$ cat src/rtl/nand_cycle_pkg.sv
package nand_cycle_pkg;

  localparam int SEL_W = 4;

  localparam logic [SEL_W-1:0] SEL_DATA   = 4'd0;
  localparam logic [SEL_W-1:0] SEL_CMD    = 4'd1;
  localparam logic [SEL_W-1:0] SEL_ADDR   = 4'd2;
  localparam logic [SEL_W-1:0] SEL_CTRL   = 4'd3;
  localparam logic [SEL_W-1:0] SEL_CFG    = 4'd4;
  localparam logic [SEL_W-1:0] SEL_STATUS = 4'd5;
  localparam logic [SEL_W-1:0] SEL_IFLAG  = 4'd6;
  localparam logic [SEL_W-1:0] SEL_IEN    = 4'd7;
  localparam logic [SEL_W-1:0] SEL_ICLR   = 4'd8;
  localparam logic [SEL_W-1:0] SEL_TIMING = 4'd9;

  localparam int CFG_CE_FORCE_BIT = 5;
  localparam int CTRL_SWRST_BIT   = 2;
  localparam int IRQ_RDY_BIT      = 0;
  localparam int IRQ_DONE_BIT     = 1;
  localparam int IRQ_W            = 2;

  typedef enum logic [2:0] {
    PH_IDLE, PH_SETUP, PH_STROBE, PH_HOLD, PH_RWAIT, PH_DONE
  } phase_e;

  typedef enum logic [1:0] {
    OP_CMD, OP_ADDR, OP_WDATA, OP_RDATA
  } op_e;

  typedef struct packed {
    logic idle;
    logic busy;
    logic strobeOn;
    logic capture;
    logic finish;
  } ctrl_strobes_t;

endpackage

$ cat src/rtl/nand_cycle_ctrl.sv
module nand_cycle_ctrl
  import nand_cycle_pkg::*;
#(
  parameter int FIELD_W = 4,
  localparam int HALF_W = 4 * FIELD_W
) (
  input  logic              clk,
  input  logic              rstN,
  input  logic              swReset,
  input  logic              launch,
  input  logic              isRead,
  input  logic [HALF_W-1:0] wrTiming,
  input  logic [HALF_W-1:0] rdTiming,
  output ctrl_strobes_t     strb
);

  // Sub-field order within each half: setup, hold, width, ready-wait
  localparam int F_SETUP = 0;
  localparam int F_HOLD  = 1;
  localparam int F_WIDTH = 2;
  localparam int F_RWAIT = 3;

  phase_e              phase;
  logic [FIELD_W-1:0]  cnt;
  logic [HALF_W-1:0]   tim;
  logic                rdKind;
  logic [HALF_W-1:0]   launchTim;

  function automatic logic [FIELD_W-1:0] lastCnt(input logic [FIELD_W-1:0] n);
    return (n == '0) ? '0 : n - 1'b1;
  endfunction

  function automatic logic [FIELD_W-1:0] field(input logic [HALF_W-1:0] t, input int idx);
    return t[idx*FIELD_W +: FIELD_W];
  endfunction

  assign launchTim = isRead ? rdTiming : wrTiming;

  always_ff @(posedge clk or negedge rstN) begin
    if (!rstN) begin
      phase  <= PH_IDLE;
      cnt    <= '0;
      tim    <= '0;
      rdKind <= 1'b0;
    end else if (swReset) begin
      phase <= PH_IDLE;
      cnt   <= '0;
    end else begin
      case (phase)
        PH_IDLE: if (launch) begin
          phase  <= PH_SETUP;
          tim    <= launchTim;
          rdKind <= isRead;
          cnt    <= lastCnt(field(launchTim, F_SETUP));
        end
        PH_SETUP: if (cnt == '0) begin
          phase <= PH_STROBE;
          cnt   <= lastCnt(field(tim, F_WIDTH));
        end else cnt <= cnt - 1'b1;
        PH_STROBE: if (cnt == '0) begin
          phase <= PH_HOLD;
          cnt   <= lastCnt(field(tim, F_HOLD));
        end else cnt <= cnt - 1'b1;
        PH_HOLD: if (cnt == '0) begin
          phase <= PH_RWAIT;
          cnt   <= lastCnt(field(tim, F_RWAIT));
        end else cnt <= cnt - 1'b1;
        PH_RWAIT: if (cnt == '0) phase <= PH_DONE;
                  else cnt <= cnt - 1'b1;
        default: phase <= PH_IDLE;
      endcase
    end
  end

  always_comb begin
    strb.idle     = (phase == PH_IDLE);
    strb.busy     = (phase == PH_SETUP) || (phase == PH_STROBE) ||
                    (phase == PH_HOLD)  || (phase == PH_RWAIT);
    strb.strobeOn = (phase == PH_STROBE);
    strb.capture  = (phase == PH_STROBE) && (cnt == '0) && rdKind;
    strb.finish   = (phase == PH_DONE);
  end

endmodule

$ cat src/rtl/nand_cycle_dp.sv
module nand_cycle_dp
  import nand_cycle_pkg::*;
#(
  parameter int DATA_W  = 32,
  parameter int FLASH_W = 8,
  parameter int FIELD_W = 4,
  localparam int HALF_W = 4 * FIELD_W,
  localparam int TIM_W  = 2 * HALF_W
) (
  input  logic               clk,
  input  logic               rstN,
  input  logic [SEL_W-1:0]   regSel,
  input  logic               regWr,
  input  logic               regRd,
  input  logic [DATA_W-1:0]  regWdata,
  output logic [DATA_W-1:0]  regRdata,
  output logic               regStall,
  output logic               flashCeN,
  output logic               flashCle,
  output logic               flashAle,
  output logic               flashWeN,
  output logic               flashReN,
  output logic [FLASH_W-1:0] flashDout,
  output logic               flashDoe,
  input  logic [FLASH_W-1:0] flashDin,
  input  logic               flashRdy,
  output logic               irq,
  input  ctrl_strobes_t      strb,
  output logic               launch,
  output logic               isRead,
  output logic               swReset,
  output logic [HALF_W-1:0]  wrTiming,
  output logic [HALF_W-1:0]  rdTiming
);

  logic [DATA_W-1:0]  cfgReg;
  logic [TIM_W-1:0]   timReg;
  logic [IRQ_W-1:0]   irqFlag;
  logic [IRQ_W-1:0]   irqEn;
  logic [IRQ_W-1:0]   setMask;
  logic [IRQ_W-1:0]   clrMask;
  logic [FLASH_W-1:0] byteQ;
  logic [FLASH_W-1:0] rdByte;
  op_e                opQ;
  op_e                opNow;
  logic               rdyQ;
  logic               flashReq;

  function automatic logic wrTo(input logic wr, input logic [SEL_W-1:0] s, input logic [SEL_W-1:0] t);
    return wr && (s == t);
  endfunction

  always_comb begin
    flashReq = wrTo(regWr, regSel, SEL_DATA) || wrTo(regWr, regSel, SEL_CMD) ||
               wrTo(regWr, regSel, SEL_ADDR) || wrTo(regRd, regSel, SEL_DATA);
    case (regSel)
      SEL_CMD:  opNow = OP_CMD;
      SEL_ADDR: opNow = OP_ADDR;
      default:  opNow = regRd ? OP_RDATA : OP_WDATA;
    endcase
  end

  assign launch   = flashReq && strb.idle;
  assign isRead   = (opNow == OP_RDATA);
  assign regStall = flashReq && !strb.finish;
  assign swReset  = wrTo(regWr, regSel, SEL_CTRL) && regWdata[CTRL_SWRST_BIT];
  assign wrTiming = timReg[TIM_W-1:HALF_W];
  assign rdTiming = timReg[HALF_W-1:0];

  always_comb begin
    setMask = '0;
    setMask[IRQ_RDY_BIT]  = flashRdy && !rdyQ;
    setMask[IRQ_DONE_BIT] = strb.finish && ((opQ == OP_WDATA) || (opQ == OP_RDATA));
    clrMask = wrTo(regWr, regSel, SEL_ICLR) ? regWdata[IRQ_W-1:0] : '0;
  end

  always_ff @(posedge clk or negedge rstN) begin
    if (!rstN) begin
      cfgReg  <= '0;
      timReg  <= '0;
      irqFlag <= '0;
      irqEn   <= '0;
      byteQ   <= '0;
      rdByte  <= '0;
      opQ     <= OP_CMD;
      rdyQ    <= 1'b1;
    end else begin
      rdyQ    <= flashRdy;
      irqFlag <= (irqFlag & ~clrMask) | setMask;
      if (swReset) cfgReg <= '0;
      else if (wrTo(regWr, regSel, SEL_CFG)) cfgReg <= regWdata;
      if (wrTo(regWr, regSel, SEL_TIMING)) timReg <= regWdata[TIM_W-1:0];
      if (wrTo(regWr, regSel, SEL_IEN)) irqEn <= regWdata[IRQ_W-1:0];
      if (launch) begin
        opQ   <= opNow;
        byteQ <= regWdata[FLASH_W-1:0];
      end
      if (strb.capture) rdByte <= flashDin;
    end
  end

  always_comb begin
    regRdata = '0;
    case (regSel)
      SEL_DATA:   regRdata[FLASH_W-1:0] = rdByte;
      SEL_CFG:    regRdata = cfgReg;
      SEL_STATUS: regRdata[0] = flashRdy;
      SEL_IFLAG:  regRdata[IRQ_W-1:0] = irqFlag;
      SEL_IEN:    regRdata[IRQ_W-1:0] = irqEn;
      SEL_TIMING: regRdata[TIM_W-1:0] = timReg;
      default:    regRdata = '0;
    endcase
  end

  assign flashCeN  = !(cfgReg[CFG_CE_FORCE_BIT] || strb.busy);
  assign flashCle  = strb.busy && (opQ == OP_CMD);
  assign flashAle  = strb.busy && (opQ == OP_ADDR);
  assign flashDoe  = strb.busy && (opQ != OP_RDATA);
  assign flashDout = byteQ;
  assign flashWeN  = !(strb.strobeOn && (opQ != OP_RDATA));
  assign flashReN  = !(strb.strobeOn && (opQ == OP_RDATA));
  assign irq       = |(irqFlag & irqEn);

endmodule

$ cat src/rtl/nand_cycle_if.sv
module nand_cycle_if
  import nand_cycle_pkg::*;
#(
  parameter int DATA_W  = 32,
  parameter int FLASH_W = 8,
  parameter int FIELD_W = 4
) (
  input  logic               clk,
  input  logic               rstN,
  input  logic [SEL_W-1:0]   regSel,
  input  logic               regWr,
  input  logic               regRd,
  input  logic [DATA_W-1:0]  regWdata,
  output logic [DATA_W-1:0]  regRdata,
  output logic               regStall,
  output logic               flashCeN,
  output logic               flashCle,
  output logic               flashAle,
  output logic               flashWeN,
  output logic               flashReN,
  output logic [FLASH_W-1:0] flashDout,
  output logic               flashDoe,
  input  logic [FLASH_W-1:0] flashDin,
  input  logic               flashRdy,
  output logic               irq
);

  localparam int HALF_W = 4 * FIELD_W;

  ctrl_strobes_t     strb;
  logic              launch;
  logic              isRead;
  logic              swReset;
  logic [HALF_W-1:0] wrTiming;
  logic [HALF_W-1:0] rdTiming;

  nand_cycle_ctrl #(.FIELD_W(FIELD_W)) ctrl_i (
    .clk(clk), .rstN(rstN), .swReset(swReset), .launch(launch),
    .isRead(isRead), .wrTiming(wrTiming), .rdTiming(rdTiming), .strb(strb)
  );

  nand_cycle_dp #(.DATA_W(DATA_W), .FLASH_W(FLASH_W), .FIELD_W(FIELD_W)) dp_i (
    .clk(clk), .rstN(rstN), .regSel(regSel), .regWr(regWr), .regRd(regRd),
    .regWdata(regWdata), .regRdata(regRdata), .regStall(regStall),
    .flashCeN(flashCeN), .flashCle(flashCle), .flashAle(flashAle),
    .flashWeN(flashWeN), .flashReN(flashReN), .flashDout(flashDout),
    .flashDoe(flashDoe), .flashDin(flashDin), .flashRdy(flashRdy), .irq(irq),
    .strb(strb), .launch(launch), .isRead(isRead), .swReset(swReset),
    .wrTiming(wrTiming), .rdTiming(rdTiming)
  );

endmodule

$ cat config.mk
export PLATFORM = sky130hd
export DESIGN_NAME = nand_cycle_if
export DESIGN_NICKNAME = d
export VERILOG_FILES = /design/src/rtl/nand_cycle_pkg.sv /design/src/rtl/nand_cycle_ctrl.sv /design/src/rtl/nand_cycle_dp.sv /design/src/rtl/nand_cycle_if.sv
export SDC_FILE = /design/constraint.sdc
export NUM_CORES = 1
export LEC_CHECK = 0
export ABC_CLOCK_PERIOD_IN_PS = 1700
export BUFFER_PORTS_ARGS = -buffer_cell sky130_fd_sc_hd__buf_2
export CORE_ASPECT_RATIO = 0.75
export CORE_MARGIN = 1.5
export CORE_UTILIZATION = 51
export DETAILED_ROUTE_END_ITERATION = 16
export GPL_ROUTABILITY_DRIVEN = 0
export PLACE_DENSITY = 0.77
export SYNTH_ARGS = -nofsm -noshare
export SYNTH_HDL_FRONTEND = slang
export SYNTH_SLANG_ARGS = --single-unit
$ cat constraint.sdc
create_clock -name clk -period 1.7 [get_ports clk]
set_input_delay 0 -clock clk [delete_from_list [all_inputs] [get_ports clk]]
set_output_delay 0 -clock clk [all_outputs]
set_load 0.02 [all_outputs]
* Yosys cells after proc, flatten, opt, wreduce, memory -nomap -nowiden
Cells that the tools add are included.
** Cells by class
- $add $sub $neg :: 5
- Equality and inequality tests :: 25
- Multiplexer cells :: 28
- Bitwise logic cells :: 5
- Reductions and logical operators :: 48
** Operator list (count)
- $mux 32 :: 2
- $pmux 24 s2 :: 1
- $mux 4 :: 10
- $logic_not 4->1 :: 6
- $logic_and 1x1->1 :: 21
- $pmux 4 s5 :: 1
- $sub 4x1->4 const B :: 5
- $mux 3 :: 6
- $pmux 6 s3 :: 1
- $eq 4x3->1 const B :: 4
- $mux 16 :: 1
- $pmux 3 s5 :: 1
- $ne 3x1->1 const B :: 3
- $eq 4x2->1 const B :: 2
- $eq 4x4->1 const B :: 2
- $logic_or 1x1->1 :: 8
- $eq 2x2->1 const B :: 3
- $eq 3x2->1 const B :: 2
- $eq 3x3->1 const B :: 2
- $ne 3x3->1 const B :: 2
- $pmux 1 s6 :: 1
- $reduce_and 3->1 :: 2
- $reduce_bool 6->1 :: 1
- $logic_not 1->1 :: 5
- other kinds (18) :: 19
** Storage, ports and cells
- Register bits after elaboration :: 111
- Bits of input ports :: 49
- Output and inout port bits :: 48

* Longest topological paths before layout
Gate-level depths: netlist (run 1).
- Depth after elaboration :: 9
- Mapped depth :: 8
- Depth with buffers taken out :: 7

* Cells and area by module
From an unflattened synthesis (run 1), not the netlist that was laid out.
** Unflattened totals
- Cell total of the unflattened synthesis :: 530
- Area, all modules :: 5676.7 um^2
** By module, submodules not included
- nand_cycle_dp :: instances 1, cells each 355, area an instance 4081.4 um^2, sequential area each 2178.3 um^2
- nand_cycle_ctrl :: instances 1, cells each 175, area an instance 1595.3 um^2, sequential area each 500.5 um^2

* Worst setup path after synthesis (run 1)
Ideal clock, no wire load.
- Path type :: register to register
- From :: reg ctrl_i.cnt[0]
- To :: reg ctrl_i.cnt[1]
- Arrival time :: 1.629 ns
- Data required time :: 1.605 ns
- Slack :: -0.024 ns
- Stages on the path, launching flop included :: 8
- Path buffers :: 0
- Period minus slack after synthesis :: 1.724 ns
- Cells stage by stage :: dfrtp_1 -> inv_1 -> ha_1 -> nor3b_4 -> o31a_1 -> a21o_1 -> nand2b_1 -> o31ai_1
** Between the ends
- Cells in the longest elaborated chain, start to end :: 4
- Elaborated cells between the ends (all ways) :: 10
- Those cells by class :: add/sub: 1; eq/ne: 1; mux: 6; reduce/logical: 2
** Ends and longest elaborated chain
- start, declared :: line nand_cycle_ctrl.sv:24 : logic [FIELD_W-1:0] cnt;
- start signal, assigned :: line nand_cycle_ctrl.sv:54 : cnt <= lastCnt(field(launchTim, F_SETUP));
- start signal, assigned :: line nand_cycle_ctrl.sv:58 : cnt <= lastCnt(field(tim, F_WIDTH));
- start signal, assigned :: line nand_cycle_ctrl.sv:59 : end else cnt <= cnt - 1'b1;
- $sub 4x1->4 or $logic_not 4->1 (tied branches)
- $mux 4, on equally long branches
- $pmux 4 s5 :: line nand_cycle_ctrl.sv:49 : case (phase)
- $mux 4 :: line nand_cycle_ctrl.sv:45 : end else if (swReset) begin
Several ways; a longest one is shown, not always the timed one. The select of a mux whose other input is x is not followed.
A chain may end at the register's enable or synchronous reset.

* Worst setup path in the final report (run 1)
- From :: reg ctrl_i.phase[1]
- To :: reg ctrl_i.cnt[1]
** Between the ends
- Cells in the longest elaborated chain, start to end :: 4
- Elaborated cells between the ends (all ways) :: 12
- Those cells by class :: eq/ne: 6; mux: 2; reduce/logical: 4
** Ends and longest elaborated chain
- start, declared :: line nand_cycle_ctrl.sv:23 : phase_e phase;
- start signal, assigned :: line nand_cycle_ctrl.sv:41 : phase <= PH_IDLE;
- start signal, assigned :: line nand_cycle_ctrl.sv:46 : phase <= PH_IDLE;
- start signal, assigned :: line nand_cycle_ctrl.sv:51 : phase <= PH_SETUP;
- $logic_not 3->1 :: line nand_cycle_ctrl.sv:49, nand_cycle_ctrl.sv:76
- $logic_and 1x1->1 :: line nand_cycle_dp.sv:63 : assign launch = flashReq && strb.idle;
- $ne 3x3->1 (no source line)
- $reduce_and 3->1 (no source line)
Several ways; a longest one is shown, not always the timed one.

==> out/qor.csv, run 1 <==
metric,value,unit
outcome,finished with violations,
failing checks,negative setup slack,
IO buf count,96,
vias in the first global route,5075,
final setup fails,3,
Die Span Y,93.17,um
Post-synth ARST share,100.0,%
"EDFF count, synth",0,
Setup TNS Final,-0.2608,ns
die area,0.01148,mm^2
I/O pins,97,
Mean Syn Cell Area,10.28,um^2
synth warn,0,
post-synthesis register bit count,107,
nets@finish,768,
Max Clk Rate,547.4,MHz
DP Worst Slack,-0.1214,ns
H-tree depth,3,
worst rel slew slack,59.51,%
VDD IR max,861.1,uV
"Primary FF master, synth",dfrtp_1,
Remaining DRCs,0,
largest net degree at the start of global routing,43,
worst setup margin,-0.1268,ns
Max clock buf depth,2,
Seq. cell area,0.002681,mm^2
crit path time final,1.827,ns
CP Capture Type,register,
total congestion overflow,0,
Post-DP Area,0.006461,mm^2
clk_lat worst skew,0.35,ns
root buf cell,clkbuf_16,
"Data required, critical path",1.95,ns
slowest CP cell,or4_1,
Max stage delay on crit path,0.45,ns
FP Rows,32,
first-pass GRT wire length,25960,um
final slew viol count,0,
Detail Route Antenna Nets,0,
Hold Path Class,in2reg,
Cell variety after synth,61,
Clock transition at path regs,0.07,ns
Pwr per Cell Area,1461,mW/mm^2
Synth top area share,47.97,%
"Design Area, Final",0.007486,mm^2
Least-Margin Pin Slew,0.6073,ns
core area,0.01041,mm^2
worst clock skew,0.009702,ns
crit path DAT,2.08,ns
initial detailed-routing violation count,310,
# clock sinks,107,
Worst Path Buf+Inv,2,
period utilization,107.5,%
RSZ-0062 raised after global routing,true,
vias per cell,5.886,
LEAKAGE,3.529,nW
critical path launch point type,register,
Total Wirelength,16310,um
max-capacitance violation count,0,
"top cells by area, synth","dfrtp_1 48%, mux2_2 8.8%, nand2_1 7.5%, a22o_1 4.0%, a21oi_1 3.4%",
Hold Slack,0.07978,ns
Crit path top cell by count,buf_4,
CTS buffer count,9,
crit-path max FO,5,
synthesis-to-finish area growth,35.39,%
Initial Util,53.11,%
fillcell total,697,
CTS tree,built,
DR pass1 iterations,4,
"area leader, netlist",dfrtp_1,
Setup CP Type,reg2reg,
share of cells above drive strength 1,35.47,%
register area share after synthesis,48.45,%
syn nets,595,
post-synthesis instance area,0.005529,mm^2
antenna violations before repair,0,
CP Cell Sequence,"buf_4, buf_4, nand2_1, or4_1, nand4_1, o211ai_1, o31ai_2",
final hold vios,0,
DP Wirelength,10110,um
Chip Width,123.2,um
Total GRT Usage,29.47,%
crit-path leading delay family,simple AND/OR/NAND/NOR gates,
Avg WL per Cell,19.13,um
multi-input combinational cell area,0.002809,mm^2
Post-Syn Instances,538,
via count,5021,
final cells by class:
class / count / share of cell area [%]
multi-input cells: 385 / 37.52
flip-flops and latches: 107 / 35.82
repair buffers: 199 / 19.76
clock buffers: 11 / 3.243
well taps: 136 / 2.273
clock inverters: 5 / 0.9026
inverters: 9 / 0.4513
diodes: 1 / 0.03343
stage by stage:
stage | util (%) | total power [W] | instances
CTS | 69.92 | 0.01031 | 843
floorplan | - | 0.006302 | 538
detailed placement | 62.07 | 0.007805 | 778
global placement | 62.07 | 0.007581 | 778
global route | 71.89 | 0.01153 | 852
finish | 71.91 | 0.01093 | 853
routing by layer:
metal	up-vias	share of wire, %	global-route usage (%)	wire [um]
met5	-	0	0	0
met2	227	49	48.29	8033
met1	2494	42	38.70	6818
met3	32	7.2	6.890	1170
met4	0	1.8	9.866	293
li1	2268	-	-	-
timing repair:
action / 4_1_cts / 5_1_grt
pin swaps: 4 / 7
hold buffers: 42 / 0
buffers inserted: 7 / 10
setup endpoints to repair: 16 / 21
hold endpoints to repair: 122 / 0
gates resized for setup: 15 / 29
final timing paths:
kind                       depth (start not counted)               from           endpoint  slack (ns)
max                                                7    ctrl_i.phase[1]      ctrl_i.cnt[1]       -0.13
max reg2reg                                        7    ctrl_i.phase[1]      ctrl_i.cnt[1]       -0.13
min in group asynchronous                          2               rstN        dp_i.opQ[1]        0.21
min                                                4          regSel[0]        dp_i.opQ[0]        0.08
min reg2reg                                        1  dp_i.flashDout[7]  dp_i.flashDout[7]        0.51
max in group asynchronous                          3               rstN      ctrl_i.tim[9]        0.87
kinds of logic after synthesis:
family / share of synthesized area [%]
AND/OR/NAND/NOR: 15.64
multiplexers: 13.62
adder cells (fa/ha/maj): 1.810
buffers and inverters: 4.141
AO/OA/AOI/OAI: 14.91
XOR/XNOR: 1.426
flip-flops: 48.45
report_power, final:
group	total (W)	internal [W]	leakage (nW)	switching [W]
combinational	0.00477	0.00239	2.04	0.00238
sequential	0.00398	0.00333	1.33	0.000650
clock	0.00218	0.00121	0.153	0.000973
total	0.0109	0.00693	3.53	0.00401
synth_stat cells, drive strengths merged, types with 2 or more instances:
library cell,instances
o31ai,7
o21ai,23
nor2b,2
or4,5
a22oi,6
o41ai,2
dfrtp,106
a21oi,39
mux2,50
ha,8
nand4,3
nor3,9
nor2,11
a22o,25
nand2b,4
nand3,9
or3b,3
xnor2,4
inv,9
a2111o,2
mux2i,19
xor2,5
a221oi,2
buf,23
clkbuf,14
nor4,4
o211ai,3
o31a,2
nor3b,8
and2,3
nand2,110
tightest hold or removal path: cells and delay by family:
kind | cells | cell delay (ns)
buf+inv | 1 | 0.15
simple gates | 1 | 0.06
compound gates | 2 | 0.17
flip-flops by register name, summed over array words and instances (netlist names):
| name | flops |
|---|---|
| ctrl_i.rdKind | 1 |
| ctrl_i.cnt | 4 |
| dp_i.irqFlag | 2 |
| dp_i.timReg | 32 |
| dp_i.cfgReg | 32 |
| dp_i.flashDout | 8 |
| ctrl_i.phase | 3 |
| dp_i.opQ | 2 |
| ctrl_i.tim | 12 |
| dp_i.rdByte | 8 |
| dp_i.irqEn | 2 |
| dp_i.rdyQ | 1 |
layout by cell type (no fill, tap or decap), drive strengths merged, types with 2 or more instances in the layout:
master       count
nor3             9
nor2            11
and2             3
inv             12
nand3            9
buf            157
o31a             2
clkbuf          11
xnor2            4
dlygate4sd3     42
dfrtp          106
nand2b           4
a22o            25
nand2          110
ha               8
nor4             4
nor3b            8
or3b             3
mux2            50
or4              5
a2111o           2
a22oi            6
mux2i           19
o31ai            7
o211ai           3
nor2b            2
o41ai            2
nand4            3
a21oi           39
xor2             5
a221oi           2
o21ai           23
Note: power is estimated with default switching activity, not from simulation.
==> inputs of run 2 (changes only) <==
--- a/config.mk
+++ b/config.mk
@@ -6,13 +6,13 @@
 export NUM_CORES = 1
 export LEC_CHECK = 0
 export ABC_CLOCK_PERIOD_IN_PS = 1700
-export BUFFER_PORTS_ARGS = -buffer_cell sky130_fd_sc_hd__buf_2
 export CORE_ASPECT_RATIO = 0.75
 export CORE_MARGIN = 1.5
-export CORE_UTILIZATION = 51
+export CORE_UTILIZATION = 57
 export DETAILED_ROUTE_END_ITERATION = 16
+export DONT_BUFFER_PORTS = 1
 export GPL_ROUTABILITY_DRIVEN = 0
-export PLACE_DENSITY = 0.77
+export PLACE_DENSITY = 0.75
 export SYNTH_ARGS = -nofsm -noshare
 export SYNTH_HDL_FRONTEND = slang
 export SYNTH_SLANG_ARGS = --single-unit
==> run 2 against run 1 <==
  * The run ends with negative hold slack, negative setup slack left
  * Critical path depth rose by 1
  * Flip-flop and latch count did not move
  * Cell area fell by 8.6%
  * Maximum frequency rose by 1.7%
  * Clock skew barely moved
  * First-iteration DRC count rose by 12%
  * Sequential power rose by 3%
  * Sequential share of layout area rose by 3.3 points
  * Critical path type unchanged
  * Critical endpoint is now ctrl_i.cnt[3]
  * Largest power group is now registers
  * Highest routed layer unchanged
==> out/qor.csv, run 2 (synthesis results as in run 1) <==
metric,value,unit
outcome,finished with violations,
failing checks,"negative hold slack, negative setup slack",
Max clock buf depth,2,
CP Capture Type,register,
Remaining DRCs,0,
IO buf count,0,
post-layout util,74.12,%
Total Wirelength,14430,um
worst clock skew,0.01005,ns
final setup fails,3,
period utilization,105.7,%
critical path launch point type,register,
largest net degree at the start of global routing,108,
root buf cell,clkbuf_16,
antenna violations before repair,0,
crit-path leading delay family,simple AND/OR/NAND/NOR gates,
"Data required, critical path",1.92,ns
Diodes inserted,0,
Detail Route Antenna Nets,0,
R2R depth,8,
max-capacitance violation count,0,
worst setup margin,-0.09616,ns
Initial Util,59.88,%
CP Cell Sequence,"inv_2, ha_2, nor3b_4, nor3b_4, buf_4, nand4_1, o211ai_2, a21oi_2",
FP Rows,30,
vias in the first global route,4628,
Die Span Y,88.30,um
final slew viol count,0,
fillcell total,647,
Pwr per Cell Area,1483,mW/mm^2
synthesis-to-finish area growth,23.78,%
slowest CP cell,dfrtp_1,
Least-Margin Pin Slew,0.6351,ns
VDD IR max,1034,uV
most frequent cells in the layout,"109 x nand2_1, 106 x dfrtp_1, 47 x dlygate4sd3_1, 47 x buf_4, 43 x mux2_2",
clock network fraction of design power,20.7,%
I/O pins,97,
hold buffer count at CTS,47,
final hold vios,107,
Largest regs,"dp_i.cfgReg: 32 flops, dp_i.timReg: 32 flops, ctrl_i.tim: 12 flops",
Max Clk Rate,556.7,MHz
Setup CP Type,reg2reg,
crit path time final,1.796,ns
LEAKAGE,3.047,nW
Worst Path Buf+Inv,2,
via count,4497,
"commonest non-fill, non-tap cell in the layout",nand2_1,
R2R Setup Slk,-0.1,ns
H-tree depth,3,
RSZ-0062 raised after global routing,true,
die area,0.01031,mm^2
FF-to-FF End,ctrl_i.cnt[3],
Max stage delay on crit path,0.39,ns
DP Worst Slack,-0.1022,ns
total congestion overflow,0,
# clock sinks,107,
Clock transition at path regs,0.07,ns
Total GRT Usage,29.62,%
RR Startpoint,ctrl_i.cnt[0],
Crit path top cell by count,nor3b_4,
core area,0.009234,mm^2
crit-path max FO,5,
worst rel slew slack,57.66,%
first-pass GRT wire length,23120,um
crit path DAT,2.01,ns
DP Wirelength,9236,um
DR pass1 iterations,6,
Sw Ratio,35.96,%
sw power,0.003650,W
share of cells above drive strength 1,23.42,%
CTS tree,built,
Int Power,0.006500,W
initial detailed-routing violation count,348,
clk_lat worst skew,0.35,ns
Sequential Power Share,40.2,%
Hold Path Class,in2async,
Logic pwr share,39.1,%
Hold Slack,-0.6622,ns
vias per cell,6.020,
CTS buffer count,9,
nets@finish,671,
Avg WL per Cell,19.32,um
Chip Width,116.7,um
run 2: power by group through the flow:
stage | Combinational (W) | Clock [W] | Sequential (W)
finish | 0.00397 | 0.00210 | 0.00408
global route | 0.00429 | 0.00222 | 0.00418
CTS | 0.00377 | 0.00213 | 0.00406
detailed placement | 0.00333 | 0 | 0.00409
global placement | 0.00319 | 0 | 0.00404
floorplan | 0.00234 | 0 | 0.00396
run 2: what timing repair did:
action                     in CTS  in global routing
buffers inserted                7                  4
setup endpoints to repair      14                 17
hold endpoints to repair      194                107
cloned                          0                  1
pin swaps                      10                  5
gates resized for setup        20                  8
run 2: stage by stage:
step	setup TNS, ns	power (W)	hold WS, ns	cells	area, um^2
after detailed placement	-0.4307	0.007426	-0.2907	672	5891
after global routing	-0.7026	0.01069	-0.6754	747	6844
final	-0.1942	0.01015	-0.6622	747	6844
after CTS	-0.07897	0.009952	-0.6662	742	6783
after floorplan	-0.05188	0.006302	-0.2956	538	5537
after global placement	-0.1004	0.007234	-0.2908	672	5891
run 2: layout make-up:
| type | count | area [um^2] | share of cell area [%] |
|---|---|---|---|
| multi-input cells | 385 | 2731 | 39.91 |
| flip-flops and latches | 107 | 2679 | 39.14 |
| repair buffers | 102 | 933.4 | 13.64 |
| clock buffers | 11 | 252.7 | 3.693 |
| well taps | 128 | 160.2 | 2.340 |
| clock inverters | 5 | 53.80 | 0.7861 |
| inverters | 9 | 33.78 | 0.4936 |
run 2: how the worst max path moves through the flow:
stage / start / end / depth (start not counted)
after CTS: ctrl_i.tim[12] / ctrl_i.cnt[1] / 7
after global routing: ctrl_i.cnt[0] / ctrl_i.cnt[1] / 8
final: ctrl_i.cnt[0] / ctrl_i.cnt[3] / 8
after global placement: ctrl_i.tim[4] / ctrl_i.cnt[2] / 7
after floorplan: ctrl_i.cnt[0] / ctrl_i.cnt[2] / 7
after detailed placement: ctrl_i.tim[13] / ctrl_i.cnt[1] / 7
run 2: routing by layer:
layer  global-route usage, %  vias to the layer above  share of wire (%)
met1                   39.01                     2281                 44
met2                   47.90                      119                 50
met3                   8.425                       20                5.2
li1                        -                     2077                  -
met4                   9.858                        0                1.3
met5                       0                        -                  0
==> inputs of run 3 (changes only) <==
--- a/config.mk
+++ b/config.mk
@@ -13,6 +13,7 @@
 export DONT_BUFFER_PORTS = 1
 export GPL_ROUTABILITY_DRIVEN = 0
 export PLACE_DENSITY = 0.75
+export SETUP_SLACK_MARGIN = 0.4
 export SYNTH_ARGS = -nofsm -noshare
 export SYNTH_HDL_FRONTEND = slang
 export SYNTH_SLANG_ARGS = --single-unit
==> run 3 against run 2 <==
  * The flow still finishes with violations (negative hold slack, negative setup slack)
  * Via count rose by 18%
  * Flip-flop and latch count did not move
  * Non-clock buffer count rose by 33
  * Final cell count rose by 4.4%
  * Power rose by 20%
  * Hold slack got worse by 0.012 ns
  * Maximum frequency fell by 6.0%
  * Sequential share of layout area fell by 4.1 points
  * Die area did not move
  * Worst setup slack got worse by 0.11 ns
  * Critical path depth rose by 1
  * Core utilization rose by 8.6 points
==> out/qor.csv, run 3 (synthesis results as in run 1) <==
metric,value,unit
outcome,finished with violations,
failing checks,"negative hold slack, negative setup slack",
CP Cell Sequence,"inv_2, ha_4, nor3b_4, buf_6, o31a_1, buf_6, a221oi_4, o211ai_2, a21oi_2",
synthesis-to-finish area growth,38.22,%
clk_lat worst skew,0.37,ns
crit path DAT,2.21,ns
Chip Width,116.7,um
RSZ-0062 raised after global routing,true,
largest net degree at the start of global routing,108,
Max stage delay on crit path,0.38,ns
DR pass1 iterations,7,
Clock transition at path regs,0.07,ns
total congestion overflow,0,
Total GRT Usage,36.68,%
final hold vios,107,
antenna violations before repair,0,
DP Worst Slack,-0.1351,ns
Crit path top cell by count,buf_6,
Max Clk Rate,523.5,MHz
CP Capture Type,register,
max-capacitance violation count,0,
Diodes inserted,0,
post-layout util,82.76,%
nets@finish,704,
crit-path max FO,7,
critical path launch point type,register,
I/O pins,97,
# clock sinks,107,
Setup CP Type,reg2reg,
crit path time final,1.910,ns
CTS tree,built,
cell count along the critical path,9,
most frequent cells in the layout,"106 x dfrtp_1, 101 x nand2_1, 54 x buf_4, 46 x dlygate4sd3_1, 35 x a21oi_1",
fillcell total,448,
period utilization,112.4,%
FP Rows,30,
Detail Route Antenna Nets,0,
slowest CP cell,dfrtp_1,
Total Wirelength,19570,um
Initial Util,59.88,%
Avg WL per Cell,25.09,um
Worst Path Buf+Inv,3,
"Data required, critical path",2.00,ns
worst clock skew,0.007590,ns
Setup TNS Final,-2.093,ns
Hold Path Class,in2async,
core area,0.009234,mm^2
multi-input combinational cell area,0.003039,mm^2
Largest regs,"dp_i.cfgReg: 32 flops, dp_i.timReg: 32 flops, ctrl_i.tim: 12 flops",
via count,5284,
crit-path leading delay family,compound AO/OA/AOI/OAI gates,
initial detailed-routing violation count,643,
share of cells above drive strength 1,32.98,%
H-tree depth,3,
final slew viol count,0,
worst setup margin,-0.2101,ns
root buf cell,clkbuf_16,
Remaining DRCs,0,
DP Wirelength,9398,um
CTS buffer count,9,
vias in the first global route,5108,
R2R depth,9,
VDD IR max,973.3,uV
"commonest non-fill, non-tap cell in the layout",dfrtp_1,
worst rel slew slack,60.03,%
IO buf count,0,
Pwr per Cell Area,1599,mW/mm^2
vias per cell,6.774,
Hold Slack,-0.6738,ns
final setup fails,35,
hold buffer count at CTS,46,
Die Span Y,88.30,um
Least-Margin Pin Slew,0.5995,ns
Max clock buf depth,2,
die area,0.01031,mm^2
Seq. cell area,0.002679,mm^2
first-pass GRT wire length,27980,um
LEAKAGE,3.463,nW
run 3: cell types whose count changed in the layout (fill, tap and decap cells not counted), moves of 8 or more:
cell	before	now
mux2_4	0	16
nand2_1	109	101
buf_6	4	22
o21ai_1	13	3
mux2_2	43	28
o21ai_2	0	16
run 3: worst paths after layout:
path	from	to	slack [ns]
setup / recovery	ctrl_i.cnt[0]	ctrl_i.cnt[3]	-0.21
hold / removal	rstN	dp_i.irqFlag[1]	-0.67
setup reg to reg	ctrl_i.cnt[0]	ctrl_i.cnt[3]	-0.21
hold reg to reg	dp_i.rdByte[5]	dp_i.rdByte[5]	0.52
max in group asynchronous	rstN	dp_i.rdyQ	2.08
min in group clk	regSel[1]	dp_i.opQ[0]	0.05
run 3: power breakdown:
group / internal (W) / switching [W]
logic: 0.00295 / 0.00278
registers: 0.00333 / 0.000908
clock network: 0.00121 / 0.00104
run 3: metrics by stage:
| stage | instances | total power [W] | hold slack, ns | area, um^2 |
|---|---|---|---|---|
| after floorplan | 538 | 0.006408 | -0.2956 | 5593 |
| after global placement | 674 | 0.007389 | -0.2910 | 5964 |
| after detailed placement | 674 | 0.007619 | -0.2904 | 5964 |
| after CTS | 767 | 0.01117 | -0.6634 | 7431 |
| after global routing | 780 | 0.01257 | -0.6826 | 7642 |
| final | 780 | 0.01222 | -0.6738 | 7642 |
run 3: repair_timing:
action | 4_1_cts | 5_1_grt
setup endpoints to repair | 47 | 50
cloned | 6 | 0
gates resized for setup | 92 | 26
endpoints found under the hold margin | 195 | 107
buffers inserted | 25 | 13
pin swaps | 31 | 9
run 3: per-layer routing:
layer  part of all wire [%]  track usage (%)
met3                     10            10.14
met5                      0                0
met2                     47            59.06
met1                     37            48.44
met4                    5.7            13.03
run 3: layout make-up:
cell class	count	area share, %
clock buffers	11	3.176
clock inverters	5	0.9005
inverters	9	0.4420
multi-input cells	385	39.77
flip-flops and latches	107	35.05
well taps	128	2.096
repair buffers	135	18.57
